--- src/rtl/txg_pkg.sv ---
package txg_pkg;

    typedef enum logic [2:0] {
        TXG_IDLE     = 3'd0,
        TXG_FBLOCK   = 3'd1,
        TXG_BEGIN    = 3'd2,
        TXG_COPY     = 3'd3,
        TXG_CDONE    = 3'd4,
        TXG_COMPLETE = 3'd5
    } txg_state_e;

endpackage

--- src/rtl/txg_ctx_queue.sv ---
// Arrival-order ring of context ids; a push is dropped when the id already heads the ring.
module txg_ctx_queue #(
    parameter int N_CTX = 4,
    parameter int ID_W  = 2,
    parameter int CNT_W = 3
) (
    input  logic             clk,
    input  logic             rst_n,
    input  logic             push_req,
    input  logic [ID_W-1:0]  push_id,
    input  logic             pop,
    output logic [ID_W-1:0]  head_id,
    output logic [CNT_W-1:0] count
);
    localparam int PTR_W = (N_CTX > 1) ? $clog2(N_CTX) : 1;

    typedef struct packed {
        logic [N_CTX-1:0][ID_W-1:0] slot;
        logic [PTR_W-1:0]           rd;
        logic [PTR_W-1:0]           wr;
        logic [CNT_W-1:0]           cnt;
    } q_regs_t;

    q_regs_t q_d, q_q;

    function automatic logic [PTR_W-1:0] bump(input logic [PTR_W-1:0] p);
        if (p == PTR_W'(N_CTX - 1)) bump = '0;
        else                        bump = p + 1'b1;
    endfunction

    logic at_head;
    logic do_push;
    logic do_pop;

    always_comb begin
        at_head = (q_q.cnt != '0) && (q_q.slot[q_q.rd] == push_id);
        do_pop  = pop && (q_q.cnt != '0);
        do_push = push_req && !at_head && ((q_q.cnt != CNT_W'(N_CTX)) || do_pop);

        q_d = q_q;
        if (do_push) begin
            q_d.slot[q_q.wr] = push_id;
            q_d.wr           = bump(q_q.wr);
        end
        if (do_pop) begin
            q_d.rd = bump(q_q.rd);
        end
        case ({do_push, do_pop})
            2'b10:   q_d.cnt = q_q.cnt + 1'b1;
            2'b01:   q_d.cnt = q_q.cnt - 1'b1;
            default: q_d.cnt = q_q.cnt;
        endcase
    end

    always_ff @(posedge clk) begin
        if (!rst_n) q_q <= '0;
        else        q_q <= q_d;
    end

    assign head_id = q_q.slot[q_q.rd];
    assign count   = q_q.cnt;

endmodule

--- src/rtl/txg_desc_bank.sv ---
// Per-context descriptor registers and completion words.
module txg_desc_bank #(
    parameter int N_CTX  = 4,
    parameter int ID_W   = 2,
    parameter int ADDR_W = 32,
    parameter int LEN_W  = 15
) (
    input  logic                       clk,
    input  logic                       rst_n,
    input  logic                       wr_en,
    input  logic [ID_W-1:0]            wr_id,
    input  logic [ADDR_W-1:0]          wr_addr,
    input  logic [LEN_W-1:0]           wr_len,
    input  logic                       wr_more,
    input  logic                       wr_csum,
    input  logic [ID_W-1:0]            rd_id,
    output logic [ADDR_W-1:0]          rd_addr,
    output logic [LEN_W-1:0]           rd_len,
    output logic                       rd_more,
    output logic                       rd_csum,
    input  logic                       done_en,
    input  logic [ID_W-1:0]            done_id,
    input  logic [LEN_W-1:0]           done_len,
    output logic [N_CTX*(LEN_W+1)-1:0] done_words
);
    localparam int WORD_W = LEN_W + 1;

    typedef struct packed {
        logic [ADDR_W-1:0] addr;
        logic [LEN_W-1:0]  len;
        logic              more;
        logic              csum;
        logic [WORD_W-1:0] done;
    } entry_t;

    entry_t ent_q [N_CTX];

    for (genvar c = 0; c < N_CTX; c++) begin : g_ctx
        entry_t ent_d;

        always_comb begin
            ent_d = ent_q[c];
            if (wr_en && (wr_id == ID_W'(c))) begin
                ent_d.addr = wr_addr;
                ent_d.len  = wr_len;
                ent_d.more = wr_more;
                ent_d.csum = wr_csum;
                ent_d.done = '0;
            end
            if (done_en && (done_id == ID_W'(c))) begin
                ent_d.done = {1'b1, done_len};
            end
        end

        always_ff @(posedge clk) begin
            if (!rst_n) ent_q[c] <= '0;
            else        ent_q[c] <= ent_d;
        end

        assign done_words[c*WORD_W +: WORD_W] = ent_q[c].done;
    end

    assign rd_addr = ent_q[rd_id].addr;
    assign rd_len  = ent_q[rd_id].len;
    assign rd_more = ent_q[rd_id].more;
    assign rd_csum = ent_q[rd_id].csum;

endmodule

--- src/rtl/txg_send_irq.sv ---
// Interrupts raised when the downstream transmitter reports a send.
module txg_send_irq #(
    parameter int FIFO_BYTES = 32768,
    parameter int FREE_W     = 16
) (
    input  logic              clk,
    input  logic              rst_n,
    input  logic              tx_sent,
    input  logic [FREE_W-1:0] fifo_free,
    input  logic [FREE_W-1:0] low_mark,
    output logic              irq_pkt,
    output logic              irq_low
);
    typedef struct packed {
        logic pkt;
        logic low;
    } s_regs_t;

    s_regs_t s_d, s_q;
    logic [FREE_W-1:0] level;

    always_comb begin
        level   = FREE_W'(FIFO_BYTES) - fifo_free;
        s_d.pkt = tx_sent;
        s_d.low = tx_sent && (level < low_mark);
    end

    always_ff @(posedge clk) begin
        if (!rst_n) s_q <= '0;
        else        s_q <= s_d;
    end

    assign irq_pkt = s_q.pkt;
    assign irq_low = s_q.low;

endmodule

--- src/rtl/tx_gather_seq.sv ---
module tx_gather_seq #(
    parameter int N_CTX      = 4,
    parameter int ADDR_W     = 32,
    parameter int MAX_PKT    = 16384,
    parameter int FIFO_BYTES = 32768,
    localparam int ID_W      = (N_CTX > 1) ? $clog2(N_CTX) : 1,
    localparam int LEN_W     = $clog2(MAX_PKT + 1),
    localparam int FREE_W    = $clog2(FIFO_BYTES + 1)
) (
    input  logic                       clk,
    input  logic                       rst_n,
    input  logic                       tx_en,
    input  logic                       desc_wr,
    input  logic [ID_W-1:0]            desc_ctx,
    input  logic [ADDR_W-1:0]          desc_addr,
    input  logic [LEN_W-1:0]           desc_len,
    input  logic                       desc_more,
    input  logic                       desc_csum,
    output logic                       dma_req,
    output logic [ADDR_W-1:0]          dma_addr,
    output logic [LEN_W-1:0]           dma_len,
    output logic [LEN_W-1:0]           dma_buf_off,
    input  logic                       dma_ack,
    input  logic [FREE_W-1:0]          fifo_free,
    input  logic [FREE_W-1:0]          max_copy,
    input  logic [FREE_W-1:0]          low_mark,
    output logic                       fifo_push,
    output logic [LEN_W-1:0]           push_len,
    output logic                       csum_req,
    output logic                       done_valid,
    output logic [ID_W-1:0]            done_ctx,
    output logic [LEN_W-1:0]           done_len,
    output logic [N_CTX*(LEN_W+1)-1:0] done_words,
    input  logic                       tx_sent,
    output logic                       irq_txdma,
    output logic                       irq_txfull,
    output logic                       irq_txpkt,
    output logic                       irq_txlow
);
    import txg_pkg::*;

    localparam int CNT_W = $clog2(N_CTX + 1);
    localparam int SUM_W = ((LEN_W > FREE_W) ? LEN_W : FREE_W) + 1;

    typedef struct packed {
        txg_state_e       state;
        logic [LEN_W-1:0] gathered;
        logic [LEN_W-1:0] offset;
        logic             done_v;
        logic [ID_W-1:0]  done_ctx;
        logic [LEN_W-1:0] done_len;
        logic             csum;
        logic             push;
        logic [LEN_W-1:0] push_len;
        logic             irq_dma;
        logic             irq_full;
    } seq_regs_t;

    seq_regs_t r_d, r_q;

    logic [ID_W-1:0]   head_ctx;
    logic [CNT_W-1:0]  q_count;
    logic              q_pop;
    logic [ADDR_W-1:0] hd_addr;
    logic [LEN_W-1:0]  hd_len;
    logic              hd_more;
    logic              hd_csum;
    logic [SUM_W-1:0]  free_x;
    logic [SUM_W-1:0]  need_x;
    logic [SUM_W-1:0]  full_x;
    txg_state_e        after_pop;

    txg_ctx_queue #(
        .N_CTX (N_CTX),
        .ID_W  (ID_W),
        .CNT_W (CNT_W)
    ) u_queue (
        .clk      (clk),
        .rst_n    (rst_n),
        .push_req (desc_wr),
        .push_id  (desc_ctx),
        .pop      (q_pop),
        .head_id  (head_ctx),
        .count    (q_count)
    );

    txg_desc_bank #(
        .N_CTX  (N_CTX),
        .ID_W   (ID_W),
        .ADDR_W (ADDR_W),
        .LEN_W  (LEN_W)
    ) u_bank (
        .clk        (clk),
        .rst_n      (rst_n),
        .wr_en      (desc_wr),
        .wr_id      (desc_ctx),
        .wr_addr    (desc_addr),
        .wr_len     (desc_len),
        .wr_more    (desc_more),
        .wr_csum    (desc_csum),
        .rd_id      (head_ctx),
        .rd_addr    (hd_addr),
        .rd_len     (hd_len),
        .rd_more    (hd_more),
        .rd_csum    (hd_csum),
        .done_en    (r_q.state == TXG_CDONE),
        .done_id    (head_ctx),
        .done_len   (hd_len),
        .done_words (done_words)
    );

    txg_send_irq #(
        .FIFO_BYTES (FIFO_BYTES),
        .FREE_W     (FREE_W)
    ) u_send_irq (
        .clk       (clk),
        .rst_n     (rst_n),
        .tx_sent   (tx_sent),
        .fifo_free (fifo_free),
        .low_mark  (low_mark),
        .irq_pkt   (irq_txpkt),
        .irq_low   (irq_txlow)
    );

    // Space comparisons are done as sums so nothing underflows.
    always_comb begin
        free_x = {{(SUM_W-FREE_W){1'b0}}, fifo_free};
        need_x = {{(SUM_W-LEN_W){1'b0}}, r_q.gathered}
               + {{(SUM_W-LEN_W){1'b0}}, hd_len};
        full_x = {{(SUM_W-LEN_W){1'b0}}, r_q.gathered}
               + {{(SUM_W-FREE_W){1'b0}}, max_copy};
        after_pop = (q_count > CNT_W'(1)) ? TXG_FBLOCK : TXG_IDLE;
        q_pop = ((r_q.state == TXG_CDONE) && hd_more) || (r_q.state == TXG_COMPLETE);
    end

    always_comb begin
        r_d          = r_q;
        r_d.done_v   = 1'b0;
        r_d.csum     = 1'b0;
        r_d.push     = 1'b0;
        r_d.irq_dma  = 1'b0;
        r_d.irq_full = 1'b0;

        case (r_q.state)
            TXG_IDLE: begin
                if (tx_en && ((q_count != '0) || desc_wr)) begin
                    r_d.state = TXG_FBLOCK;
                end
            end
            TXG_FBLOCK: begin
                if (free_x >= need_x) begin
                    r_d.state = TXG_BEGIN;
                end
            end
            TXG_BEGIN: begin
                r_d.state = TXG_COPY;
            end
            TXG_COPY: begin
                if (dma_ack) begin
                    r_d.state = TXG_CDONE;
                end
            end
            TXG_CDONE: begin
                r_d.done_v   = 1'b1;
                r_d.done_ctx = head_ctx;
                r_d.done_len = hd_len;
                r_d.gathered = r_q.gathered + hd_len;
                if (hd_more) begin
                    r_d.offset  = r_q.offset + hd_len;
                    r_d.irq_dma = 1'b1;
                    r_d.state   = after_pop;
                end else begin
                    r_d.csum  = hd_csum;
                    r_d.state = TXG_COMPLETE;
                end
            end
            TXG_COMPLETE: begin
                r_d.push     = 1'b1;
                r_d.push_len = r_q.gathered;
                r_d.irq_full = free_x < full_x;
                r_d.irq_dma  = 1'b1;
                r_d.gathered = '0;
                r_d.offset   = '0;
                r_d.state    = after_pop;
            end
            default: begin
                r_d.state = TXG_IDLE;
            end
        endcase
    end

    always_ff @(posedge clk) begin
        if (!rst_n) r_q <= '0;
        else        r_q <= r_d;
    end

    assign dma_req     = (r_q.state == TXG_COPY);
    assign dma_addr    = hd_addr;
    assign dma_len     = hd_len;
    assign dma_buf_off = r_q.offset;
    assign fifo_push   = r_q.push;
    assign push_len    = r_q.push_len;
    assign csum_req    = r_q.csum;
    assign done_valid  = r_q.done_v;
    assign done_ctx    = r_q.done_ctx;
    assign done_len    = r_q.done_len;
    assign irq_txdma   = r_q.irq_dma;
    assign irq_txfull  = r_q.irq_full;

endmodule

--- config.mk ---
export PLATFORM = sky130hd
export DESIGN_NAME = tx_gather_seq
export DESIGN_NICKNAME = d
export VERILOG_FILES = /design/src/rtl/txg_pkg.sv /design/src/rtl/txg_ctx_queue.sv /design/src/rtl/txg_desc_bank.sv /design/src/rtl/txg_send_irq.sv /design/src/rtl/tx_gather_seq.sv
export SDC_FILE = /design/constraint.sdc
export NUM_CORES = 1
export LEC_CHECK = 0
export BUFFER_PORTS_ARGS = -buffer_cell sky130_fd_sc_hd__clkbuf_2
export CAP_MARGIN = 20
export CORE_MARGIN = 2
export CORE_UTILIZATION = 35
export DETAILED_ROUTE_END_ITERATION = 16
export PLACE_DENSITY_LB_ADDON = 0.1
export SYNTH_ARGS = -nofsm -noshare
export SYNTH_HDL_FRONTEND = slang
export SYNTH_SLANG_ARGS = --single-unit
--- constraint.sdc ---
create_clock -name clk -period 9 [get_ports clk]
set_input_delay 1.8 -clock clk [delete_from_list [all_inputs] [get_ports clk]]
set_output_delay 1.8 -clock clk [all_outputs]
set_load 0.03 [all_outputs]
==> flow_summary.ini, run 1 <==
[outcome]
outcome = completed

[routing]
detail_route.wl_per_cell_um = 19.6
ant_nets = 0
drt_drc_violations_left = 0
avgViaCountPerCell = 5.05
first_pass_iters = 5
drtIter0Drc = 874
num_vias = 14797
route.final.wire_length_mm = 57.3

[clock_tree]
cts_max_path_buffers = 3
ctsResizeCount = 0
hold_fix_buffers_cts = 0
htreeDepth = 2
insertion_delay_ns = 0.58
clock_sinks = 347
clk_pin_slew_ns = 0.06
post-cts-setup-buffer-count = 0
clock_buffers_created_by_tritoncts = 43
root_buffer = sky130_fd_sc_hd__clkbuf_16
cts_tree = yes

[sta]
worst_clock_skew_ns = 0.0260
setup_viol = 0
finalHoldWorstSlack_ns = 0.451
layout_min_cycle_time_ns = 5.86
timing.max_slew.rel_slack = 0.271
max_freq_mhz = 171
final.period_utilization = 0.651
rsz0062_at_grt = false
max_slew.worst_pin.slew_ns = 1.09
final-hold-violation-count = 0
report.final.slew_viol_count = 0
setup_slack_ns = 3.14
setup_total_negative_slack_ns = 0

[placement]
dpl_cell_area_mm2 = 0.0192
place.gp.congestion = 0.855
portBuffers = 270
post-place-cells = 2848
dp_slack_ns = 3.20
place_hpwl_mm = 37.0

[synthesis]
sequential_to_total_area_share_from_yosys_stat = 0.381
synthesis.instances = 2123
synthDominantAreaCellType = sky130_fd_sc_hd__dfxtp_1
yosys_register_bits = 347
syn-num-nets = 2332
yosys.cell_count.top_type = sky130_fd_sc_hd__nand2_1
yosys_warnings = 0
syn-mean-instance-area_um2 = 8.59
number_of_synthesized_flops_with_an_enable_pin = 0
synth.top_cells.by_area = sky130_fd_sc_hd__dfxtp_1 (38%), sky130_fd_sc_hd__a21boi_0 (12%), sky130_fd_sc_hd__nand2_1 (12%)
synthesis.area_mm2 = 0.0182
synth-main-ff-cell = sky130_fd_sc_hd__dfxtp_1
yosys-top-cells-count = sky130_fd_sc_hd__nand2_1 (570), sky130_fd_sc_hd__dfxtp_1 (347), sky130_fd_sc_hd__a21boi_0 (288)
synthDominantCellAreaShare = 0.381
synthDistinctLibCells = 68
ys_async_sr_fraction = 0

[worst_hold_path]
hold_path_depth = 2
hold_path_end = u_queue.q_q[14]
worst_hold_path_type = reg2reg
worstHoldStart = u_queue.q_q[14]

[power]
vdd_drop_max_mv = 0.106
power.static_leakage_nw = 8.05
power-per-cell-area_mw_per_mm2 = 179

[layout]
fin_cells = 2928
final_area_mm2 = 0.0206
area_growth_pct = 13.1
drive_above_1_share = 0.190
finalNetCount = 2423

[floorplanning]
placeableCoreArea_mm2 = 0.0514
dieWidth_um = 232
initial_core_utilization = 0.355
io_pins = 271
core.rowCount = 83
die_h_um = 232
dieArea_mm2 = 0.0540

[critical_path]
reg2reg_to = r_q[68]
worstPathRequired_ns = 9.47
endpoint_kind = flip-flop
setup.worst_path.start_class = flip-flop
regToRegStartpoint = u_queue.q_q[5]
worstPathMaxFanout = 33
r2r_setup_slack_ns = 3.14
criticalPathCategory = reg2reg
arrival_ns = 6.33
worst_r2r_path_depth = 18

[global_route]
total_grt_usage = 0.210
pin_count_of_the_biggest_net_entering_global_routing = 126
via_count_of_the_first_global_routing_pass = 14651
antenna_violations_before_repair = 6
grt_pass1_wl_mm = 88.0
grt_overflow = 0

[flow_run]
drv.max_cap_violation_count = 0
==> report_power, final <==
| part | total, mW | leakage [nW] | internal, mW | switching [mW] |
|---|---|---|---|---|
| Sequential | 1.60 | 2.81 | 1.57 | 0.0236 |
| Combinational | 0.389 | 4.56 | 0.145 | 0.244 |
| Clock | 1.72 | 0.686 | 1.01 | 0.706 |
| Total | 3.70 | 8.05 | 2.73 | 0.973 |
==> critical path, stage by stage (launching register included) <==
cell and delay (ns):
sky130_fd_sc_hd__dfxtp_1 0.47, sky130_fd_sc_hd__mux4_4 1.04, sky130_fd_sc_hd__buf_4 0.44, sky130_fd_sc_hd__mux4_2 0.51
sky130_fd_sc_hd__ha_1 0.37, sky130_fd_sc_hd__a211o_1 0.30, sky130_fd_sc_hd__a21oi_1 0.20, sky130_fd_sc_hd__a21oi_1 0.13
sky130_fd_sc_hd__a41oi_1 0.30, sky130_fd_sc_hd__a21oi_1 0.16, sky130_fd_sc_hd__a31oi_1 0.28, sky130_fd_sc_hd__nor2_1 0.09
sky130_fd_sc_hd__a211oi_1 0.24, sky130_fd_sc_hd__ha_1 0.19, sky130_fd_sc_hd__nand4_1 0.12, sky130_fd_sc_hd__nor4_1 0.29
sky130_fd_sc_hd__a21oi_1 0.15, sky130_fd_sc_hd__nand2b_1 0.17, sky130_fd_sc_hd__nor4_1 0.28
==> metal layers <==
metal	wire length, um	track usage	vias to the layer above
met3	2380	0.0328	70
li1	-	-	7329
met2	28000	0.366	276
met5	60	0	-
met1	25800	0.271	7114
met4	997	0.0517	8
==> layout make-up <==
cell class	instances	area [um2]
multi-input cells	1500	9830
diodes	2	5.00
flip-flops and latches	347	6950
clock inverters	17	169
clock buffers	60	1230
fillers	5286	30800
inverters	38	143
well taps	680	851
repair buffers	284	1470
==> how the worst max path moves through the flow <==
stage	start	endpoint	depth (start not counted)
global route	u_queue.q_q[5]	r_q[68]	18
global placement	u_queue.q_q[5]	r_q[68]	19
finish	u_queue.q_q[5]	r_q[68]	18
detailed placement	u_queue.q_q[5]	r_q[68]	18
CTS	u_queue.q_q[5]	r_q[68]	18
floorplan	u_queue.q_q[5]	r_q[67]	20
==> sequential cells by signal (all words and copies together), names as in the netlist <==
signal,count
done_ctx,2
done_valid,1
irq_txfull,1
u_bank.ent_q,260
u_send_irq.irq_pkt,1
u_send_irq.irq_low,1
irq_txdma,1
push_len,15
u_queue.q_q,12
csum_req,1
dma_buf_off,15
done_len,15
fifo_push,1
r_q,18
u_queue.count,3
==> metrics by stage <==
step                      power, mW   util
after CTS                      3.76  0.401
after floorplan                1.88      -
after detailed placement       2.02  0.374
final                          3.70  0.401
after global placement         2.02  0.374
after global routing           3.87  0.401
==> cells in the final DEF, fill, tap and decap left out, drive strengths merged, types with 4 or more instances in the layout <==
cell type,synthesis,routed
buf,140,15
clkinv,0,12
a21oi,42,42
clkbuf,98,329
nand3b,5,5
nand3,88,88
o211ai,6,6
xor2,27,27
mux2i,5,5
mux4,50,50
a21o,19,19
and2,24,24
or2,7,7
a211oi,6,6
or3,9,9
nor2b,12,12
o21a,8,8
nor2,46,46
nor3,26,26
inv,38,38
a41oi,4,4
dfxtp,347,347
o21ai,48,48
nand2b,10,10
xnor2,26,26
o31ai,6,6
a31oi,7,7
nor4,5,5
ha,101,101
nand4,6,6
a21boi,297,297
and3,7,7
nand2,572,572
==> kinds of logic after synthesis <==
group / share of synthesized area
buffers and inverters: 0.0825
adders and majority gates: 0.0726
and+or+nand+nor: 0.191
muxes: 0.0661
DFF: 0.381
AOI/OAI and AO/OA: 0.181
xor gates and xnor gates: 0.0254
Note: power is estimated with default switching activity, not from simulation.
==> inputs of run 2 (changes only) <==
Clock period 9 ns to 5.86 ns, I/O delays scaled along.
==> run 2 against run 1 <==
Flip-flop and latch count stayed put. Total power is 56% higher. Fmax is 12% higher. First-iteration DRC count is 1.5% higher. Combinational power is 55% higher. Wire length is 1.4% higher. Cell area is 0.52% higher. Clock skew is 0.012 ns lower. Via count is 0.57% higher. Critical path depth stayed put. Largest power group unchanged.
==> flow_summary.ini, run 2 (synthesis results as in run 1) <==
[layout]
drive_above_1_share = 0.191
utilization = 0.404
fin_cells = 2932
registers.top_by_ff_count = u_bank.ent_q
leading_cell_type_in_the_layout_fill_and_taps_excluded = sky130_fd_sc_hd__nand2_1
largest_register_ff_count = 260
finalNetCount = 2427
area_growth_pct = 13.7
layout_common_cells = sky130_fd_sc_hd__nand2_1 (570), sky130_fd_sc_hd__dfxtp_1 (347), sky130_fd_sc_hd__a21boi_0 (288), sky130_fd_sc_hd__clkbuf_2 (269), sky130_fd_sc_hd__ha_1 (101)
largest_regs = u_bank.ent_q x260, r_q x18

[placement]
place_hpwl_mm = 38.7
post-place-cells = 2852
portBuffers = 270
dp_slack_ns = 0.605
place.gp.congestion = 0.861

[clock_tree]
clk_pin_slew_ns = 0.06
cts_tree = yes
htreeDepth = 2
clock_sinks = 347
cts_max_path_buffers = 3
insertion_delay_ns = 0.58
post-cts-setup-buffer-count = 0
clock_buffers_created_by_tritoncts = 42
root_buffer = sky130_fd_sc_hd__clkbuf_16
ctsResizeCount = 0
hold_fix_buffers_cts = 0

[worst_hold_path]
hold_path_depth = 2
hold_path_end = u_bank.ent_q[1][15]
worstHoldStart = u_bank.ent_q[1][15]
worst_hold_path_type = reg2reg

[critical_path]
worstPathMaxFanout = 13
worstPathRequired_ns = 6.31
criticalPathCategory = reg2reg
endpoint_kind = flip-flop
reg2reg_to = r_q[68]
arrival_ns = 5.69
r2r_setup_slack_ns = 0.62
regToRegStartpoint = u_queue.q_q[5]
setup.worst_path.start_class = flip-flop
worst_r2r_path_depth = 18

[floorplanning]
die_h_um = 232
initial_core_utilization = 0.355
core.rowCount = 83
placeableCoreArea_mm2 = 0.0514
dieArea_mm2 = 0.0540
dieWidth_um = 232
io_pins = 271

[routing]
drtIter0Drc = 887
avgViaCountPerCell = 5.08
drt_drc_violations_left = 0
num_vias = 14881
detail_route.wl_per_cell_um = 19.8
route.final.wire_length_mm = 58.1
ant_nets = 0
first_pass_iters = 5

[outcome]
outcome = completed

[sta]
worst_clock_skew_ns = 0.0142
finalHoldWorstSlack_ns = 0.458
rsz0062_at_grt = false
setup_total_negative_slack_ns = 0
max_freq_mhz = 191
layout_min_cycle_time_ns = 5.24
timing.max_slew.rel_slack = 0.288
final-hold-violation-count = 0
report.final.slew_viol_count = 0
setup_viol = 0
setup_slack_ns = 0.622
max_slew.worst_pin.slew_ns = 1.07
final.period_utilization = 0.894

[power]
power.static_leakage_nw = 8.11
power-per-cell-area_mw_per_mm2 = 279
vdd_drop_max_mv = 0.231

[global_route]
pin_count_of_the_biggest_net_entering_global_routing = 132
antenna_violations_before_repair = 6
total_grt_usage = 0.213
grt_pass1_wl_mm = 88.8
via_count_of_the_first_global_routing_pass = 14730
grt_overflow = 0

[flow_run]
drv.max_cap_violation_count = 0
==> run 2: changes by cell type in the layout (fill, tap and decap cells not counted), sizes merged <==
cell and delta:
bufinv +1, inv +2, clkbuf +7, buf +5
diode -1, clkinv -9, clkinvlp -1
==> run 2: worst max-delay path by stage <==
stage | to | cells after the start | slack (ns) | startpoint
after global placement | r_q[68] | 18 | 0.66 | u_queue.q_q[5]
after detailed placement | r_q[68] | 18 | 0.60 | u_queue.q_q[5]
after global routing | r_q[68] | 17 | 0.20 | u_queue.q_q[5]
after CTS | r_q[68] | 18 | 0.58 | u_queue.q_q[5]
final | r_q[68] | 18 | 0.62 | u_queue.q_q[5]
after floorplan | r_q[67] | 20 | 0.97 | u_queue.q_q[5]
==> run 2: critical path: stages (launching register included) <==
cell	delay, ns
sky130_fd_sc_hd__dfxtp_1	0.48
sky130_fd_sc_hd__mux4_4	0.86
sky130_fd_sc_hd__mux4_2	0.64
sky130_fd_sc_hd__ha_1	0.35
sky130_fd_sc_hd__a211o_1	0.30
sky130_fd_sc_hd__a21oi_1	0.18
sky130_fd_sc_hd__a21oi_1	0.12
sky130_fd_sc_hd__a41oi_1	0.29
sky130_fd_sc_hd__a21oi_1	0.14
sky130_fd_sc_hd__a31oi_1	0.28
sky130_fd_sc_hd__xor2_1	0.24
sky130_fd_sc_hd__ha_1	0.29
sky130_fd_sc_hd__a21oi_1	0.16
sky130_fd_sc_hd__nor2b_1	0.06
sky130_fd_sc_hd__o21ai_0	0.17
sky130_fd_sc_hd__o211ai_1	0.12
sky130_fd_sc_hd__a21oi_1	0.21
sky130_fd_sc_hd__nand2b_1	0.16
sky130_fd_sc_hd__nor4_1	0.06
==> run 2: report_power, final <==
part | switching (mW) | internal (mW) | total [mW]
clock network | 1.07 | 1.66 | 2.74
logic | 0.378 | 0.226 | 0.603
registers | 0.0371 | 2.42 | 2.45
==> run 2: layer usage <==
layer / track usage / share of wire
met1: 0.276 / 0.45
met2: 0.365 / 0.48
met3: 0.0365 / 0.046
met4: 0.0587 / 0.022
met5: 0 / 0.0011
==> run 2: final cells by class <==
cell class                 count  area, um2
timing repair buffer         289       1520
clock buffer                  67       1310
fill                        5264      30700
clock inverter                10        149
inverter                      38        143
tap                          680        851
antenna                        1       2.50
sequential                   347       6950
multi-input combinational   1500       9830
==> run 2: stage by stage <==
| stage | power [mW] | cell area, um2 |
|---|---|---|
| 2_1_floorplan | 2.89 | 18200 |
| 3_3_place_gp | 3.10 | 19300 |
| 3_5_place_dp | 3.11 | 19300 |
| 4_1_cts | 5.89 | 20700 |
| 5_1_grt | 6.04 | 20700 |
| 6_report | 5.79 | 20700 |
